$ cat config.mk
export PLATFORM = sky130hd
export DESIGN_NAME = sclk_rate_gen
export DESIGN_NICKNAME = d
export VERILOG_FILES = /design/src/rtl/sclk_pkg.sv /design/src/rtl/sclk_cfg_latch.sv /design/src/rtl/sclk_prescaler.sv /design/src/rtl/sclk_phase_fsm.sv /design/src/rtl/sclk_rate_gen.sv
export SDC_FILE = /design/constraint.sdc
export NUM_CORES = 1
export LEC_CHECK = 0
export CAP_MARGIN = 20
export CORE_ASPECT_RATIO = 1.1
export CORE_MARGIN = 4
export CORE_UTILIZATION = 49
export DETAILED_ROUTE_END_ITERATION = 7
export DONT_BUFFER_PORTS = 1
export PLACE_DENSITY = 0.66
export SYNTH_ARGS = -nofsm -noshare
export SYNTH_HDL_FRONTEND = slang
export SYNTH_SLANG_ARGS = --single-unit
$ cat constraint.sdc
create_clock -name clk_i -period 7.6 [get_ports clk_i]
set_input_delay 0.38 -clock clk_i [delete_from_list [all_inputs] [get_ports clk_i]]
set_output_delay 0.38 -clock clk_i [all_outputs]
set_load 0.01 [all_outputs]
$ cat src/rtl/sclk_pkg.sv
package sclk_pkg;

    // Controller states of the bit-rate generator.
    typedef enum logic [1:0] {
        ST_OFF  = 2'd0,
        ST_IDLE = 2'd1,
        ST_LOW  = 2'd2,
        ST_HIGH = 2'd3
    } sclk_state_e;

    // Fixed tick offsets added in hardware to the programmed phase values.
    localparam int unsigned SCLK_LOW_ADD  = 7;
    localparam int unsigned SCLK_HIGH_ADD = 5;

endpackage

$ cat src/rtl/sclk_cfg_latch.sv
module sclk_cfg_latch #(
    parameter int unsigned DIV_W = 8,
    parameter int unsigned PH_W  = 8,
    parameter int unsigned CNT_W = PH_W + 1,
    parameter bit          HS_EN = 1'b1
) (
    input  logic               clk_i,
    input  logic               rst_ni,
    input  logic               load_i,
    input  logic               hs_mode_i,
    input  logic [DIV_W-1:0]   psc_i,
    input  logic [2*PH_W-1:0]  low_cfg_i,
    input  logic [2*PH_W-1:0]  high_cfg_i,
    output logic [DIV_W-1:0]   div_o,
    output logic [CNT_W-1:0]   low_last_o,
    output logic [CNT_W-1:0]   high_last_o
);
    import sclk_pkg::*;

    localparam logic [CNT_W-1:0] LOW_TERM  = CNT_W'(SCLK_LOW_ADD - 1);
    localparam logic [CNT_W-1:0] HIGH_TERM = CNT_W'(SCLK_HIGH_ADD - 1);

    logic [PH_W-1:0] low_sel;
    logic [PH_W-1:0] high_sel;

    // Pick which byte of each phase input feeds the counters.
    generate
        if (HS_EN) begin : g_hs
            assign low_sel  = hs_mode_i ? low_cfg_i[2*PH_W-1:PH_W]  : low_cfg_i[PH_W-1:0];
            assign high_sel = hs_mode_i ? high_cfg_i[2*PH_W-1:PH_W] : high_cfg_i[PH_W-1:0];
        end else begin : g_std
            assign low_sel  = low_cfg_i[PH_W-1:0];
            assign high_sel = high_cfg_i[PH_W-1:0];
        end
    endgenerate

    // Capture terminal counts only at a bit start.
    always_ff @(posedge clk_i or negedge rst_ni) begin
        if (!rst_ni) begin
            div_o       <= '0;
            low_last_o  <= LOW_TERM;
            high_last_o <= HIGH_TERM;
        end else if (load_i) begin
            div_o       <= psc_i;
            low_last_o  <= CNT_W'(low_sel) + LOW_TERM;
            high_last_o <= CNT_W'(high_sel) + HIGH_TERM;
        end
    end

endmodule

$ cat src/rtl/sclk_prescaler.sv
module sclk_prescaler #(
    parameter int unsigned DIV_W = 8
) (
    input  logic             clk_i,
    input  logic             rst_ni,
    input  logic             run_i,
    input  logic             restart_i,
    input  logic [DIV_W-1:0] div_i,
    output logic             tick_o
);

    logic [DIV_W-1:0] cnt_q;

    // Greater-or-equal keeps the divider safe when div_i shrinks under the count.
    assign tick_o = run_i && (cnt_q >= div_i);

    always_ff @(posedge clk_i or negedge rst_ni) begin
        if (!rst_ni) begin
            cnt_q <= '0;
        end else if (!run_i || restart_i || tick_o) begin
            cnt_q <= '0;
        end else begin
            cnt_q <= cnt_q + 1'b1;
        end
    end

endmodule

$ cat src/rtl/sclk_phase_fsm.sv
module sclk_phase_fsm #(
    parameter int unsigned CNT_W = 9
) (
    input  logic             clk_i,
    input  logic             rst_ni,
    input  logic             enable_i,
    input  logic             bit_req_i,
    input  logic             tick_i,
    input  logic [CNT_W-1:0] low_last_i,
    input  logic [CNT_W-1:0] high_last_i,
    output logic             load_o,
    output logic             in_bit_o,
    output logic             scl_o,
    output logic             rise_o,
    output logic             fall_o
);
    import sclk_pkg::*;

    sclk_state_e      state_q;
    sclk_state_e      state_d;
    logic [CNT_W-1:0] ph_q;
    logic             low_end;
    logic             high_end;
    logic             in_phase;

    assign in_phase = (state_q == ST_LOW) || (state_q == ST_HIGH);
    assign in_bit_o = in_phase;
    assign low_end  = tick_i && (ph_q == low_last_i);
    assign high_end = tick_i && (ph_q == high_last_i);

    // Next-state logic.
    always_comb begin
        state_d = state_q;
        load_o  = 1'b0;
        if (!enable_i) begin
            state_d = ST_OFF;                       // drop
        end else begin
            unique case (state_q)
                ST_OFF:  state_d = ST_IDLE;         // wake
                ST_IDLE: begin
                    if (bit_req_i) begin            // start
                        state_d = ST_LOW;
                        load_o  = 1'b1;
                    end
                end
                ST_LOW: begin
                    if (low_end) begin
                        state_d = ST_HIGH;          // low_end
                    end
                end
                ST_HIGH: begin
                    if (high_end) begin
                        if (bit_req_i) begin        // chain
                            state_d = ST_LOW;
                            load_o  = 1'b1;
                        end else begin              // park
                            state_d = ST_IDLE;
                        end
                    end
                end
                default: state_d = ST_OFF;
            endcase
        end
    end

    // State register and tick counter within the current phase.
    always_ff @(posedge clk_i or negedge rst_ni) begin
        if (!rst_ni) begin
            state_q <= ST_OFF;
            ph_q    <= '0;
        end else begin
            state_q <= state_d;
            if ((state_d != state_q) || load_o) begin
                ph_q <= '0;
            end else if (tick_i && in_phase) begin
                ph_q <= ph_q + 1'b1;
            end
        end
    end

    // Registered outputs derived from the next state.
    always_ff @(posedge clk_i or negedge rst_ni) begin
        if (!rst_ni) begin
            scl_o  <= 1'b1;
            rise_o <= 1'b0;
            fall_o <= 1'b0;
        end else begin
            scl_o  <= (state_d != ST_LOW);
            rise_o <= (state_q == ST_LOW) && (state_d == ST_HIGH);
            fall_o <= load_o;
        end
    end

endmodule

$ cat src/rtl/sclk_rate_gen.sv
module sclk_rate_gen #(
    parameter int unsigned DIV_W = 8,
    parameter int unsigned PH_W  = 8,
    parameter bit          HS_EN = 1'b1
) (
    input  logic              clk_i,
    input  logic              rst_ni,
    input  logic              enable_i,
    input  logic              hs_mode_i,
    input  logic              bit_req_i,
    input  logic [DIV_W-1:0]  psc_i,
    input  logic [2*PH_W-1:0] low_cfg_i,
    input  logic [2*PH_W-1:0] high_cfg_i,
    output logic              scl_o,
    output logic              tick_o,
    output logic              rise_o,
    output logic              fall_o
);

    localparam int unsigned CNT_W = PH_W + 1;

    logic             load;
    logic             in_bit;
    logic             tick;
    logic [DIV_W-1:0] div_lat;
    logic [DIV_W-1:0] div_use;
    logic [CNT_W-1:0] low_last;
    logic [CNT_W-1:0] high_last;

    // Between bits the live divider runs the tick; inside a bit the captured one does.
    assign div_use = in_bit ? div_lat : psc_i;
    assign tick_o  = tick;

    sclk_cfg_latch #(
        .DIV_W (DIV_W),
        .PH_W  (PH_W),
        .CNT_W (CNT_W),
        .HS_EN (HS_EN)
    ) u_cfg (
        .clk_i       (clk_i),
        .rst_ni      (rst_ni),
        .load_i      (load),
        .hs_mode_i   (hs_mode_i),
        .psc_i       (psc_i),
        .low_cfg_i   (low_cfg_i),
        .high_cfg_i  (high_cfg_i),
        .div_o       (div_lat),
        .low_last_o  (low_last),
        .high_last_o (high_last)
    );

    sclk_prescaler #(
        .DIV_W (DIV_W)
    ) u_psc (
        .clk_i     (clk_i),
        .rst_ni    (rst_ni),
        .run_i     (enable_i),
        .restart_i (load),
        .div_i     (div_use),
        .tick_o    (tick)
    );

    sclk_phase_fsm #(
        .CNT_W (CNT_W)
    ) u_fsm (
        .clk_i       (clk_i),
        .rst_ni      (rst_ni),
        .enable_i    (enable_i),
        .bit_req_i   (bit_req_i),
        .tick_i      (tick),
        .low_last_i  (low_last),
        .high_last_i (high_last),
        .load_o      (load),
        .in_bit_o    (in_bit),
        .scl_o       (scl_o),
        .rise_o      (rise_o),
        .fall_o      (fall_o)
    );

endmodule

== After elaboration in Yosys (flattened, before gate mapping) ==
Index checks and enable logic that the tools add are counted.
W data, S select, Z words.

* Output and inout port bits: 4
* Register bits: 48
* Word-level logic and storage cells: 50
* Input port bits: 45

* $add $sub $neg: 4
* Multiplexer cells: 16
* Reduce and logical (&&, ||, !) cells: 12
* Order comparisons: 1
* Eq/ne operators: 8

{| class="wikitable"
|+ Operators with widths
! kind !! number
|-
| $mux W8 || 4
|-
| $add A8 B3 Y9 const B || 2
|-
| $eq A9 B9 Y1 || 2
|-
| $mux W9 || 2
|-
| $mux W2 || 5
|-
| $add A9 B1 Y9 const B || 1
|-
| $add A8 B1 Y8 const B || 1
|-
| $ge A8 B8 Y1 || 1
|-
| $pmux W2 S4 || 1
|-
| $eq A2 B2 Y1 const B || 3
|-
| $logic_and A1 B1 Y1 || 5
|-
| $logic_or A1 B1 Y1 || 4
|-
| $mux W1 || 3
|-
| $eq A2 B1 Y1 const B || 1
|-
| $logic_not A2 Y1 || 1
|-
| $ne A2 B2 Y1 || 1
|-
| $ne A2 B2 Y1 const B || 1
|-
| $pmux W1 S2 || 1
|-
| $reduce_bool A2 Y1 || 1
|-
| $logic_not A1 Y1 || 1
|}

== Longest topological paths before layout ==
* Depth after elaboration: 12
* Gate-level depth with buffers: 11
* Depth with buffers taken out: 8

== Cells and area by module ==
From an unflattened synthesis, not the netlist that was laid out.

* Cell total of the unflattened synthesis: 288
* Area, all modules: 3,169.3 µm²

{| class="wikitable"
|+ By module, submodules not included
! module !! instances !! seq. area each (µm²) !! cells an instance !! area an instance (µm²)
|-
| sclk_cfg_latch || 1 || 654.4 || 123 || 1,501.4
|-
| sclk_phase_fsm || 1 || 351.6 || 96 || 967.2
|-
| sclk_prescaler || 1 || 200.2 || 60 || 569.3
|-
| sclk_rate_gen || 1 || 0.0 || 9 || 131.4
|}

== Worst setup path before layout ==
OpenSTA, ideal clock, no wires.

* Kind: reg-to-reg
* From: reg u_fsm.state_q[1]
* To: reg u_cfg.high_last_o[0]
* Slack: 4,079 ps
* Stages on the path, launching flop included: 12
* Path buffers: 3
* Setup time: 125 ps
* Required time: 7,475 ps
* Arrival: 3,396 ps
* Cells stage by stage: dfrtp_1 -> clkbuf_1 -> buf_1 -> mux2_2 -> ha_1 -> nand2b_1 -> a2111oi_2 -> o41ai_2 -> nand2_2 -> a211oi_4 -> buf_6 -> mux2_4

* Cells in the longest elaborated chain, start to end: 9
* Elaborated cells on any way between the ends: 11
* Those cells by class: 1 x order compare; 3 x eq/ne; 4 x mux; 3 x reduce/logical

{| class="wikitable"
|+ Ends and longest elaborated chain
! element !! line !! source
|-
| start, declared || sclk_phase_fsm.sv:19 || <nowiki>sclk_state_e state_q;</nowiki>
|-
| start signal, assigned || sclk_phase_fsm.sv:72 || <nowiki>state_q <= state_d;</nowiki>
|-
| $eq A2 B2 Y1 (on tied branches) || sclk_phase_fsm.sv:26, sclk_phase_fsm.sv:38 ||
|-
| $logic_or A1 B1 Y1 || sclk_phase_fsm.sv:26 || <nowiki>assign in_phase = (state_q == ST_LOW) || (state_q == ST_HIGH);</nowiki>
|-
| $mux W8 || sclk_rate_gen.sv:31 || <nowiki>assign div_use = in_bit ? div_lat : psc_i;</nowiki>
|-
| $ge A8 B8 Y1 || sclk_prescaler.sv:15 || <nowiki>assign tick_o = run_i && (cnt_q >= div_i);</nowiki>
|-
| $logic_and A1 B1 Y1 || sclk_prescaler.sv:15 ||
|-
| $logic_and A1 B1 Y1 || sclk_phase_fsm.sv:29 || <nowiki>assign high_end = tick_i && (ph_q == high_last_i);</nowiki>
|-
| $mux W1 || sclk_phase_fsm.sv:52 || <nowiki>if (high_end) begin</nowiki>
|-
| $pmux W1 S2 * || sclk_phase_fsm.sv:38 || <nowiki>unique case (state_q)</nowiki>
|-
| $mux W1 * || sclk_phase_fsm.sv:35 || <nowiki>if (!enable_i) begin</nowiki>
|-
| end signal, assigned || sclk_cfg_latch.sv:46 || <nowiki>high_last_o <= CNT_W'(high_sel) + HIGH_TERM;</nowiki>
|-
| end, declared || sclk_cfg_latch.sv:16 || <nowiki>output logic [CNT_W-1:0] high_last_o</nowiki>
|}

Every way passes the cells marked *; elsewhere a longest branch is shown, timed or not.
A chain may end at the register's enable or synchronous reset.

== Final worst setup path ==
* From: reg u_fsm.state_q[1]
* To: reg u_cfg.div_o[3]

* Cells in the longest elaborated chain, start to end: 9
* Elaborated cells on any way between the ends: 11
* Those cells by class: 1 x order compare; 3 x eq/ne; 4 x mux; 3 x reduce/logical

{| class="wikitable"
|+ Ends and longest elaborated chain
! element !! line !! source
|-
| $eq A2 B2 Y1 (on tied branches) || sclk_phase_fsm.sv:26, sclk_phase_fsm.sv:38 ||
|-
| $logic_or A1 B1 Y1 || sclk_phase_fsm.sv:26 ||
|-
| $mux W8 || sclk_rate_gen.sv:31 ||
|-
| $ge A8 B8 Y1 || sclk_prescaler.sv:15 ||
|-
| $logic_and A1 B1 Y1 || sclk_prescaler.sv:15 ||
|-
| $logic_and A1 B1 Y1 || sclk_phase_fsm.sv:29 ||
|-
| $mux W1 || sclk_phase_fsm.sv:52 ||
|-
| $pmux W1 S2 * || sclk_phase_fsm.sv:38 ||
|-
| $mux W1 * || sclk_phase_fsm.sv:35 ||
|-
| end signal, assigned || sclk_cfg_latch.sv:44 || <nowiki>div_o <= psc_i;</nowiki>
|-
| end, declared || sclk_cfg_latch.sv:14 || <nowiki>output logic [DIV_W-1:0] div_o,</nowiki>
|}

Marked as above.

==> impl_results.md <==
- Syn avg cell area: about 11 sq um
- Net switching power: ~180 uW
- Clock buffer depth: 2
- Clock sink count: between 40 and 50
- Skew final: 3.36 ps
- Diodes inserted: 0
- Layout area overhead: 5.05%
- Final Setup Violations: 0
- Via count: 1,929
- Avg WL per Cell: around 16 microns
- Fin area: 3150 sq um
- H-tree depth: 2
- DRT Pass-1 Iters: 4
- Setup TNS: 0 ps
- Hold Vio Cnt, Final: 0
- CTS buffer count: 5
- Yosys warns: 0
- Cell Pwr Density: 211 nW/um^2
- Flop and latch count out of synthesis: 48
- GRT overflow: 0
- Slowest cell delay on critical path: around 910 ps
- Width of the die: just over 80 microns
- Crit start category: flip-flop
- Top cell type's share of synthesized area: 0.367
- Ys async rst share: 1.00
- Internal power: between 400 and 500 uW
- Vias in the first global route: 2,051
- Synth unique cells: 43
- Top_reg_cell synth: dfrtp_1
- Clock tree root driver cell: clkbuf_8
- Largest net degree at the start of global routing: 49
- Leakage: 0.00133 uW
- Top post-synthesis cells by area: dfrtp_1, mux2_4, xnor2_1
- Layout cells sized above 1: 0.175
- Max-cap violation count: 0
- RSZ-0062 raised after global routing: false
- Worst slew pin tran: around 960 ps
- Die area: between 7000 and 8000 sq um
- Post-CTS sizing: 0
- Die height: between 90 and 100 microns
- Fmax: ~0.23 GHz
- Slew margin rel.: 0.355
- Synth top cells by count: dfrtp_1, xnor2_1, nor2_1
- Data arrival, critical path: between 4000 and 5000 ps
- Flop pwr share: 0.528
- Worst EP required: 7790 ps
- CP delay by family, top: compound AO/OA/AOI/OAI gates
- Fin crit share: 0.570
- Switching Share: 0.276
- Seq/Total Area, Yosys: 0.402
- FP Rows: 29
- Biggest area consumer among synthesized cells: dfrtp_1
- Post-synth EDFFs: 0
- Most frequent cell after synthesis: dfrtp_1
- Max Fanout on Critical Path: 24
- Final wirelength: between 5000 and 6000 microns
- Fin crit period: ~4300 ps
- Worst Setup End Kind: flip-flop
- Via/cell ratio: between 5 and 6
- CTS clk-pin slew, worst paths: roughly 80 ps
- Initial antenna violation count: 0
- ANT nets after route: 0
- # fillers: roughly 520
- Synthesized cell area: roughly 3000 sq um
- Comb pwr share: 0.252
- Worst-Skew Late Latency: 290 ps
- CTS tree: done
- GP Congestion: 0.835
- Clock group share of total power: 0.220
- Post-CTS setup buffer count: 0
- Final routed DRC violation total: 0
- Initial core utilization: 0.513
- VDD IR max: approximately 0.099 mV
- Critical-path top delay cell: dfrtp_1
- Gate Count Post-Synth: roughly 270
- Core box area: approximately 6000 sq um
- Crit path top cell by count: mux2_2
- Crit path buf inv count: 1
- Hold Crit Class: in2reg
- Nets@finish: 325
- Post-DP HPWL: approximately 4200 microns
- Worst setup path category: reg2reg
- CP Cell Sequence: mux2_2 -> ha_1 -> nand2b_1 -> a2111oi_2 -> o41ai_2 -> nand2_2 -> a211oi_4 -> buf_4 -> mux2_2
- Port-buffer cells: 0
- Syn_nets: 328
- Area post-placement: around 3000 sq um
- Status: finished, final reports clean
- Io pins: 49
- DR iter-0 viols: 85
- GRT Resource Usage Total: 0.166
- Max Slew Vio Count: 0
- First-pass GRT wire length: ~9700 microns
-- area by class of cell --
| type | instances | area (sq um) | share of cell area |
|---|---|---|---|
| tap | 77 | 96.3 | 0.0306 |
| inverter | 7 | 26.3 | 0.00834 |
| clock inverter | 1 | 8.76 | 0.00278 |
| multi-input combinational | 203 | 1690 | 0.537 |
| clock buffer | 7 | 76.3 | 0.0242 |
| sequential | 48 | 1210 | 0.383 |
| timing repair buffer | 3 | 45.0 | 0.0143 |
-- final timing paths --
check | slack, ps | cells past startpoint | to | from
worst max-delay path | 3270 | 9 | u_cfg.div_o[3]$_DFFE_PN0P_ | u_fsm.state_q[1]$_DFF_PN0_
worst min-delay path | 210 | 1 | u_fsm.state_q[0]$_DFF_PN0_ | enable_i
worst max register to register | 3270 | 9 | u_cfg.div_o[3]$_DFFE_PN0P_ | u_fsm.state_q[1]$_DFF_PN0_
worst min register to register | 490 | 1 | u_psc.cnt_q[0]$_DFF_PN0_ | u_psc.cnt_q[0]$_DFF_PN0_
max in group asynchronous | 6740 | 2 | u_cfg.low_last_o[1]$_DFFE_PN1P_ | rst_ni
min in group asynchronous | 590 | 2 | u_cfg.div_o[1]$_DFFE_PN0P_ | rst_ni
-- registers in the layout, summed over array words and instances, names as in the netlist --
signal and cells:
u_fsm.rise_o 1, u_psc.cnt_q 8, u_fsm.ph_q 9, u_fsm.state_q 2, u_cfg.low_last_o 9, u_fsm.fall_o 1, u_cfg.high_last_o 9, u_fsm.scl_o 1
u_cfg.div_o 8
-- cell usage in the layout (no fill, tap or decap), types with 2 or more instances in the layout --
master	count
dfstp_2	4
nand3_1	6
o21a_1	2
and3_1	7
mux2i_1	15
a32o_1	2
o21ai_0	2
xnor2_1	25
ha_1	12
mux2_4	18
a21oi_1	12
xor2_1	15
nor2b_1	11
clkbuf_8	5
nand2_1	10
nand4_1	9
nor2_1	22
inv_1	7
o31ai_1	2
a32oi_1	5
mux2_2	11
dfrtp_1	44
clkbuf_1	2
-- through the flow --
step / instances / power, uW / hold slack (ps) / setup slack, ps / util
global placement: 336 / 512 / 85.9 / 3410 / 0.518
finish: 346 / 664 / 213 / 3270 / 0.539
CTS: 346 / 672 / 209 / 3240 / 0.539
global route: 346 / 708 / 204 / 2910 / 0.539
floorplan: 271 / 491 / 84.4 / 4080 / -
detailed placement: 336 / 517 / 85.8 / 3250 / 0.518
-- power by group through the flow --
stage / registers (uW) / clock network (uW) / logic, uW
after detailed placement: 357 / 0 / 160
final: 351 / 146 / 167
after global routing: 359 / 163 / 186
after CTS: 352 / 151 / 170
after floorplan: 341 / 0 / 149
after global placement: 357 / 0 / 155
-- timing repair --
action,4_1_cts,5_1_grt
hold buffers,2,0
endpoints found under the hold margin,48,0
setup endpoints to repair,0,0
-- kinds of logic after synthesis --
kind of cell / count (synthesis) / share of synthesized area
flops: 48 / 0.402
buf+inv: 20 / 0.0338
fa+ha+maj: 12 / 0.0501
xor+xnor: 40 / 0.117
compound gates: 32 / 0.0826
simple gates: 75 / 0.133
mux: 44 / 0.181
-- metal layers --
layer  part of all wire  GRT usage
met2               0.47      0.260
met4              0.022     0.0613
met1               0.44      0.218
met3              0.069     0.0390
met5                  0          0
Note: power is estimated with default switching activity, not from simulation.
